## src/rtl/hst_pkg.sv

```systemverilog
package hst_pkg;
  typedef enum logic [1:0] {
    HST_IDLE = 2'd0,
    HST_LEAD = 2'd1,
    HST_RUN  = 2'd2
  } hst_mode_e;
endpackage

```

## src/rtl/hst_shadow_regs.sv

```systemverilog
module hst_shadow_regs #(
  parameter int OFF_W = 10,
  parameter int PER_W = 8
) (
  input  logic             clk,
  input  logic             rst_n,
  input  logic             field_start,
  input  logic [OFF_W-1:0] cfg_offset,
  input  logic [PER_W-1:0] cfg_period,
  output logic [OFF_W-1:0] eff_offset,
  output logic [PER_W-1:0] eff_period
);
  logic [OFF_W-1:0] sh_off;
  logic [PER_W-1:0] sh_per;
  logic [PER_W-1:0] raw_per;

  always_ff @(posedge clk) begin
    if (!rst_n) begin
      sh_off <= '0;
      sh_per <= '0;
    end else if (field_start) begin
      sh_off <= cfg_offset;
      sh_per <= cfg_period;
    end
  end

  // a field start coinciding with sync feeds the fresh values straight through
  always_comb begin
    eff_offset = field_start ? cfg_offset : sh_off;
    raw_per    = field_start ? cfg_period : sh_per;
    eff_period = (raw_per == '0) ? PER_W'(1) : raw_per;
  end

  AST_SHADOW_HOLD: assert property (@(posedge clk) disable iff (!rst_n)
    !field_start |=> ($stable(sh_off) && $stable(sh_per)));

  AST_SHADOW_LOAD: assert property (@(posedge clk) disable iff (!rst_n)
    field_start |=> (sh_off == $past(cfg_offset) && sh_per == $past(cfg_period)));
endmodule

```

## src/rtl/hst_line_sequencer.sv

```systemverilog
module hst_line_sequencer
  import hst_pkg::*;
#(
  parameter int OFF_W   = 10,
  parameter int PER_W   = 8,
  parameter int SAMPLES = 64
) (
  input  logic             clk,
  input  logic             rst_n,
  input  logic             tick,
  input  logic             hsync,
  input  logic [OFF_W-1:0] line_offset,
  input  logic [PER_W-1:0] line_period,
  output logic             strobe,
  output logic             window
);
  localparam int CNT_W = $clog2(SAMPLES + 1);
  localparam logic [CNT_W-1:0] LAST_IDX = CNT_W'(SAMPLES - 1);
  localparam hst_mode_e AFTER_FIRST = (SAMPLES == 1) ? HST_IDLE : HST_RUN;

  hst_mode_e        mode;
  logic [OFF_W-1:0] lead_cnt;
  logic [PER_W-1:0] gap_cnt;
  logic [PER_W-1:0] per_q;
  logic [CNT_W-1:0] samp_cnt;
  logic             strobe_q;
  logic             win_q;

  always_ff @(posedge clk) begin
    if (!rst_n) begin
      mode     <= HST_IDLE;
      lead_cnt <= '0;
      gap_cnt  <= '0;
      per_q    <= PER_W'(1);
      samp_cnt <= '0;
      strobe_q <= 1'b0;
      win_q    <= 1'b0;
    end else if (hsync) begin
      // restart or abort: tick in this cycle is consumed by the restart
      mode     <= HST_LEAD;
      lead_cnt <= line_offset;
      per_q    <= line_period;
      gap_cnt  <= '0;
      samp_cnt <= '0;
      strobe_q <= 1'b0;
      win_q    <= 1'b0;
    end else begin
      strobe_q <= 1'b0;
      unique case (mode)
        HST_LEAD: begin
          if (tick) begin
            if (lead_cnt == '0) begin
              strobe_q <= 1'b1;
              win_q    <= 1'b1;
              samp_cnt <= CNT_W'(1);
              gap_cnt  <= per_q - PER_W'(1);
              mode     <= AFTER_FIRST;
            end else begin
              lead_cnt <= lead_cnt - OFF_W'(1);
            end
          end
        end
        HST_RUN: begin
          if (tick) begin
            if (gap_cnt == '0) begin
              strobe_q <= 1'b1;
              samp_cnt <= samp_cnt + CNT_W'(1);
              gap_cnt  <= per_q - PER_W'(1);
              if (samp_cnt == LAST_IDX) mode <= HST_IDLE;
            end else begin
              gap_cnt <= gap_cnt - PER_W'(1);
            end
          end
        end
        default: begin
          win_q <= 1'b0;
        end
      endcase
    end
  end

  assign strobe = strobe_q;
  assign window = win_q;

  AST_STROBE_AFTER_TICK: assert property (@(posedge clk) disable iff (!rst_n)
    strobe_q |-> $past(tick));

  AST_STROBE_IN_WINDOW: assert property (@(posedge clk) disable iff (!rst_n)
    strobe_q |-> win_q);

  AST_SYNC_CLEARS: assert property (@(posedge clk) disable iff (!rst_n)
    hsync |=> (!strobe_q && !win_q));

  AST_SAMPLE_LIMIT: assert property (@(posedge clk) disable iff (!rst_n)
    samp_cnt <= CNT_W'(SAMPLES));

  AST_IDLE_QUIET: assert property (@(posedge clk) disable iff (!rst_n)
    (mode == HST_IDLE && !hsync) |=> !strobe_q);
endmodule

```

## src/rtl/hsample_timer.sv

```systemverilog
module hsample_timer #(
  parameter int OFF_W   = 10,
  parameter int PER_W   = 8,
  parameter int SAMPLES = 64
) (
  input  logic             clk,
  input  logic             rst_n,
  input  logic             tick,
  input  logic             hsync,
  input  logic             field_start,
  input  logic [OFF_W-1:0] cfg_offset,
  input  logic [PER_W-1:0] cfg_period,
  output logic             sample_strobe,
  output logic             window_active
);
  logic [OFF_W-1:0] eff_offset;
  logic [PER_W-1:0] eff_period;

  hst_shadow_regs #(.OFF_W(OFF_W), .PER_W(PER_W)) u_shadow (
    .clk         (clk),
    .rst_n       (rst_n),
    .field_start (field_start),
    .cfg_offset  (cfg_offset),
    .cfg_period  (cfg_period),
    .eff_offset  (eff_offset),
    .eff_period  (eff_period)
  );

  hst_line_sequencer #(.OFF_W(OFF_W), .PER_W(PER_W), .SAMPLES(SAMPLES)) u_seq (
    .clk         (clk),
    .rst_n       (rst_n),
    .tick        (tick),
    .hsync       (hsync),
    .line_offset (eff_offset),
    .line_period (eff_period),
    .strobe      (sample_strobe),
    .window      (window_active)
  );
endmodule

```

## config.mk

```make
export PLATFORM = sky130hd
export DESIGN_NAME = hsample_timer
export DESIGN_NICKNAME = d
export VERILOG_FILES = /design/src/rtl/hst_pkg.sv /design/src/rtl/hst_shadow_regs.sv /design/src/rtl/hst_line_sequencer.sv /design/src/rtl/hsample_timer.sv
export SDC_FILE = /design/constraint.sdc
export NUM_CORES = 1
export LEC_CHECK = 0
export ABC_AREA = 1
export BUFFER_PORTS_ARGS = -buffer_cell sky130_fd_sc_hd__clkbuf_2
export CAP_MARGIN = 30
export CORE_MARGIN = 3
export CORE_UTILIZATION = 40
export CTS_CLUSTER_SIZE = 25
export DETAILED_ROUTE_END_ITERATION = 10
export GPL_ROUTABILITY_DRIVEN = 1
export GPL_TIMING_DRIVEN = 0
export PLACE_DENSITY = 0.63
export SYNTH_ARGS = -nofsm -noshare
export SYNTH_HDL_FRONTEND = slang
export SYNTH_SLANG_ARGS = --single-unit
```

## constraint.sdc

```tcl
create_clock -name clk -period 2.2 [get_ports clk]
set_clock_uncertainty 0.1 [all_clocks]
set_input_delay 0.44 -clock clk [delete_from_list [all_inputs] [get_ports clk]]
set_output_delay 0.44 -clock clk [all_outputs]
set_load 0.01 [all_outputs]
```

# Yosys cells after proc, flatten, opt, wreduce, memory -nomap -nowiden

Index checks and enable logic that the tools add are counted.

Flip-flop bits (word level): 55
Logic and storage cells: 76

Add/subtract/negate cells: 4
Multiplexer cells: 32
Bitwise gates (word level): 2
Reduce and logical (&&, ||, !) cells: 14
Equal/unequal tests: 14

Operators by type and width:

| operator                                           | count |
|---|---|
| two-way mux 10 bit                                 | 5 |
| two-way mux 8 bit                                  | 6 |
| two-way mux 7 bit                                  | 4 |
| zero test 8 bit                                    | 2 |
| one-hot mux 8 bit (2 select lines)                 | 1 |
| subtractor 8 x 1 -> 8 bit, second input constant   | 2 |
| one-hot mux 7 bit (2 select lines)                 | 1 |
| AND reduction 6 bit                                | 2 |
| zero test 10 bit                                   | 1 |
| two-way mux 2 bit                                  | 5 |
| subtractor 10 x 1 -> 10 bit, second input constant | 1 |
| != test 3 x 2 -> 1 bit, second input constant      | 3 |
| adder 7 x 1 -> 7 bit, second input constant        | 1 |
| == test 7 x 6 -> 1 bit, second input constant      | 1 |
| two-way mux 1 bit                                  | 7 |
| != test 2 x 1 -> 1 bit, second input constant      | 3 |
| != test 2 bit, second input constant               | 3 |
| != test 3 bit, second input constant               | 2 |
| AND reduction 3 bit                                | 2 |
| nonzero test 2 bit                                 | 3 |
| AND reduction 5 bit                                | 1 |
| one-hot mux 1 bit (2 select lines)                 | 2 |
| one-hot mux 2 bit (2 select lines)                 | 1 |
| AND reduction 4 bit                                | 1 |
| other kinds (5)                                    | 6 |

# Depth between registers and ports, before layout

Word-level depth: 6
Mapped depth: 11

# Modules after synthesis

Synthesis repeated with hierarchy kept, for this count alone.

Cell total of the unflattened synthesis: 457
Area, all modules: 3055.4 um^2

By module, submodules not included:

| module             | instances | area each (um^2) | cells each | sequential area each (um^2) |
|---|---|---|---|---|
| hst_line_sequencer | 1         | 2264.7           | 338        | 740.7 |
| hst_shadow_regs    | 1         | 790.8            | 119        | 360.3 |

# Worst setup path after synthesis

OpenSTA, ideal clock, no wires.

Path kind: register to register
Start point: reg u_seq.lead_cnt[0]
End point: reg u_seq.gap_cnt[5]
Slack: 615 ps
Arrival: 1355 ps
Cell stages (with the launch flop): 11
Required time: 1969 ps
Path through: dfxtp_1 > inv_1 > ha_1 > nand2_1 > nor2_2 > nand3_4 > nand2_4 > nand3_4 > buf_6 > o21bai_2 > a21oi_2

Longest elaborated chain between the ends: 3

Ends and longest elaborated chain:

| what                             | line                     | RTL |
|---|---|---|
| start: declaration               | hst_line_sequencer.sv:22 | `logic [OFF_W-1:0] lead_cnt;` |
| start signal: assignment         | hst_line_sequencer.sv:41 | `lead_cnt <= line_offset;` |
| start signal: assignment         | hst_line_sequencer.sv:59 | `lead_cnt <= lead_cnt - OFF_W'(1);` |
| zero test 10 bit                 | hst_line_sequencer.sv:52 | `if (lead_cnt == '0) begin` |
| != test 2 x 1 -> 1 bit (no line) | --                       |  |
| AND reduction 4 bit (no line)    | --                       |  |
| end signal: assignment           | hst_line_sequencer.sv:56 | `gap_cnt <= per_q - PER_W'(1);` |
| end signal: assignment           | hst_line_sequencer.sv:68 | `gap_cnt <= per_q - PER_W'(1);` |
| end signal: assignment           | hst_line_sequencer.sv:71 | `gap_cnt <= gap_cnt - PER_W'(1);` |
| end: declaration                 | hst_line_sequencer.sv:23 | `logic [PER_W-1:0] gap_cnt;` |

No other way between the ends.
A chain may end at the register's enable or synchronous reset.

# Worst setup path after layout

Start point: reg u_seq.lead_cnt[0]
End point: reg u_seq.mode[1]

Longest elaborated chain between the ends: 3

Ends and longest elaborated chain:

| what                             | line                     | RTL |
|---|---|---|
| zero test 10 bit                 | hst_line_sequencer.sv:52 |  |
| != test 2 x 1 -> 1 bit (no line) | --                       |  |
| AND reduction 6 bit (no line)    | --                       |  |
| end signal: assignment           | hst_line_sequencer.sv:40 | `mode <= HST_LEAD;` |
| end signal: assignment           | hst_line_sequencer.sv:57 | `mode <= AFTER_FIRST;` |
| end signal: assignment           | hst_line_sequencer.sv:69 | `if (samp_cnt == LAST_IDX) mode <= HST_IDLE;` |
| end: declaration                 | hst_line_sequencer.sv:21 | `hst_mode_e mode;` |

No other way between the ends.

==> reports/summary.txt <==
Grt ovf: 0
Global Route Usage Sum: 15.68%
CTS sink cnt: 55
Clk slew on worst S/H paths: 0.10 ns
Ys flop type: dfxtp_1
Synthesized Nets: 455
CP Cell Sequence: inv_1, ha_1, nand2_1, nor2_2, nand3_4, nand2_4, nand3_4, buf_6, o21bai_2, a21oi_1
Reg2reg path depth: 10
Top cell type's share of synthesized area: 37.46%
CP Data Arrival Time: 1.88 ns
Residual DRC: 0
Setup TNS: 0 ns
CP peak stage delay: 0.37 ns
Outcome: complete, no violations
FF+latch count, synth: 55
Final WL: 6376 µm
# hold bufs at CTS: 0
Ant diodes: 0
DIE WIDTH: 91.72 µm
Largest family of logic cells by synthesized area: simple AND/OR/NAND/NOR gates
Post-CTS Setup Bufs: 0
Detailed placement HPWL: 4891 µm
Avg WL per Cell: 11.57 µm
Slowest-stage cell, CP: dfxtp_1
Final nets: 484
Actual slew at the worst max-slew pin: 0.5219 ns
Design Area, Final: 3258 µm²
Max_slew headroom: 65.20%
Initial antenna violation count: 0
Die Ht: 91.72 µm
Placer congestion estimate: 0.8221
DIE AREA: 8413 µm²
P_leak: 1.442 nW
Setup-failing EPs final: 0
Avg Vias per Cell: 4.815
Post-synthesis adder-cell area fraction: 2.980%
Synthesized area per cell: 6.915 µm²
Routed vias: 2653
Ys async rst share: 0%
Share of post-route cells with drive strength above 1: 15.16%
Worst-path fanout max: 10
Most common library cells after synthesis: nand2_1 (94), nor2_1 (66), dfxtp_1 (55), inv_1 (44), o21ai_0 (27)
Post-Synth Simple-Gate Area: 31.03%
Top area cells in the synthesized netlist: dfxtp_1 (37%), nand2_1 (12%), nor2_1 (8.4%), inv_1 (5.6%), o21ai_0 (4.6%)
I/O Buffers: 22
DP Area: 3169 µm²
Final Core Density: 46.92%
MaxCap Viol Count: 0
Pre-Repair DR Iteration Count: 4
Final hold violations: 0
R2R Setup Slk: 0.40 ns
CP Capture Point: u_seq.mode[1]
Resized Gates After CTS: 0
TritonCTS clock tree: built
Final Power: 2.102 mW
Min-Delay Path Class: in -> reg
I/O pin count: 25
Post-synth EDFFs: 0
Yosys warns: 0
Maximum operating frequency: 554.9 MHz
Synth Area in Compound Gates: 13.84%
Synth area leader: dfxtp_1
RSZ-0062 raised after global routing: false
Worst hold margin: 0.2733 ns
Minimum clock period: 1.802 ns
Crit end category: flip-flop
Startpoint types: flip-flop
Vias in the first global route: 2489
CP Data Required Time: 2.28 ns
Post-Synth XOR/XNOR Area: 2.980%
Fin. max-slew vios: 0
Largest net degree at the start of global routing: 18
Worst setup path class: reg -> reg
Total core area: 6944 µm²
Synth Instances: 425
Clk buf depth: 2
VDD IR max: 0.0002709 V
Final ANT Viol Nets: 0
Clock latency on the worst-skew pair: 0.31 ns
Most frequent cell after synthesis: nand2_1
Rows: 30
DR iter-0 viols: 166
Post-synth cell types: 34
First-pass GRT wire length: 11040 µm
Crit path launch: u_seq.lead_cnt[0]
Syn-to-layout area delta: 10.86%
Root buf cell: clkbuf_8
Period utilisation layout: 81.91%
R2R Path End: u_seq.mode[1]
Hold path cells: 3
Power per cell area: 645.2 nW/µm²
CP most frequent cell: nand3_4
Worst r2r src: u_seq.lead_cnt[0]
Mux share of post-synthesis cell area: 2.384%
Post-synthesis sequential area ratio: 37.46%
Starting Density: 42.32%
Syn Std Cell Area: 2939 µm²
Num CTS Buffers: 5
H-tree levels: 2
## metrics by stage
| step | instances | setup WS (ns) |
|---|---|---|
| final | 551 | 0.3980 |
| after global routing | 551 | 0.2265 |
| after CTS | 551 | 0.3730 |
| after detailed placement | 543 | 0.3992 |
| after global placement | 543 | 0.4424 |
| after floorplan | 425 | 0.6147 |
## area by class of cell
class                   count  area [µm²]
fillers                   742        3686
clock inverters             3       20.02
multi-input cells         303        1564
inverters                  55       206.4
plain buffers              12       67.56
flip-flops and latches     55        1101
clock buffers               5       68.82
well taps                  96       120.1
repair buffers             22       110.1
## how the worst min path moves through the flow
stage / startpoint / end / slack (ns)
after detailed placement: u_seq.mode[0] / u_seq.mode[0] / 0.38
after global placement: u_seq.mode[0] / u_seq.mode[0] / 0.37
after global routing: cfg_offset[0] / u_shadow.sh_off[0] / 0.30
final: cfg_offset[0] / u_shadow.sh_off[0] / 0.27
after CTS: cfg_offset[0] / u_shadow.sh_off[0] / 0.27
after floorplan: u_seq.per_q[6] / u_seq.per_q[6] / 0.34
## state kept, by name, indices dropped and copies added, names as in the netlist
name / cells
u_seq.gap_cnt: 8
u_seq.lead_cnt: 10
u_seq.mode: 2
u_seq.per_q: 8
u_seq.samp_cnt: 7
u_seq.strobe: 1
u_seq.window: 1
u_shadow.sh_off: 10
u_shadow.sh_per: 8
## routing by layer
layer / up-vias / share of wire [%] / GRT usage, %
li1: 1420 / - / -
met1: 1185 / 50 / 20.97
met2: 43 / 46 / 26.42
met3: 5 / 3.1 / 2.215
met4: 0 / 0.86 / 4.332
met5: - / 0 / 0
## critical path: cells and delay by family (launching register included)
kind,cells,cell delay (ns)
compound gates,2,0.18
buf+inv,2,0.24
flops,1,0.37
simple gates,5,0.56
fa+ha+maj,1,0.22
## cell usage in the layout, fill, tap and decap left out, types with 3 or more instances in the layout
cell | netlist | routed
nand2_1 | 94 | 94
nor2_1 | 66 | 66
dfxtp_1 | 55 | 55
inv_1 | 44 | 44
o21ai_0 | 27 | 27
clkbuf_2 | 0 | 22
a21oi_1 | 21 | 21
nand3_1 | 15 | 15
inv_2 | 11 | 11
nand4_1 | 10 | 10
nor3_1 | 9 | 9
xor2_1 | 8 | 8
mux2i_1 | 7 | 7
ha_1 | 7 | 7
buf_2 | 6 | 6
o22ai_1 | 6 | 6
clkbuf_8 | 0 | 5
nor2_2 | 4 | 4
clkbuf_1 | 4 | 4
o21ai_1 | 4 | 4
o21a_1 | 3 | 3
a21oi_2 | 3 | 3
or2_2 | 3 | 3
## cell families (layout without fill, tap and decap cells)
group,after synthesis,in the layout
buf+inv,67,97
simple gates,208,208
compound gates,71,71
flops,55,55
xor+xnor,10,10
mux,7,7
fa+ha+maj,7,7
## report_power, final
part	leakage (nW)	total [mW]	switching [mW]	internal, mW
combinational	0.951	0.437	0.276	0.161
sequential	0.451	1.09	0.0393	1.05
clock	0.0402	0.573	0.350	0.223
(Power assumes the default switching activity.)
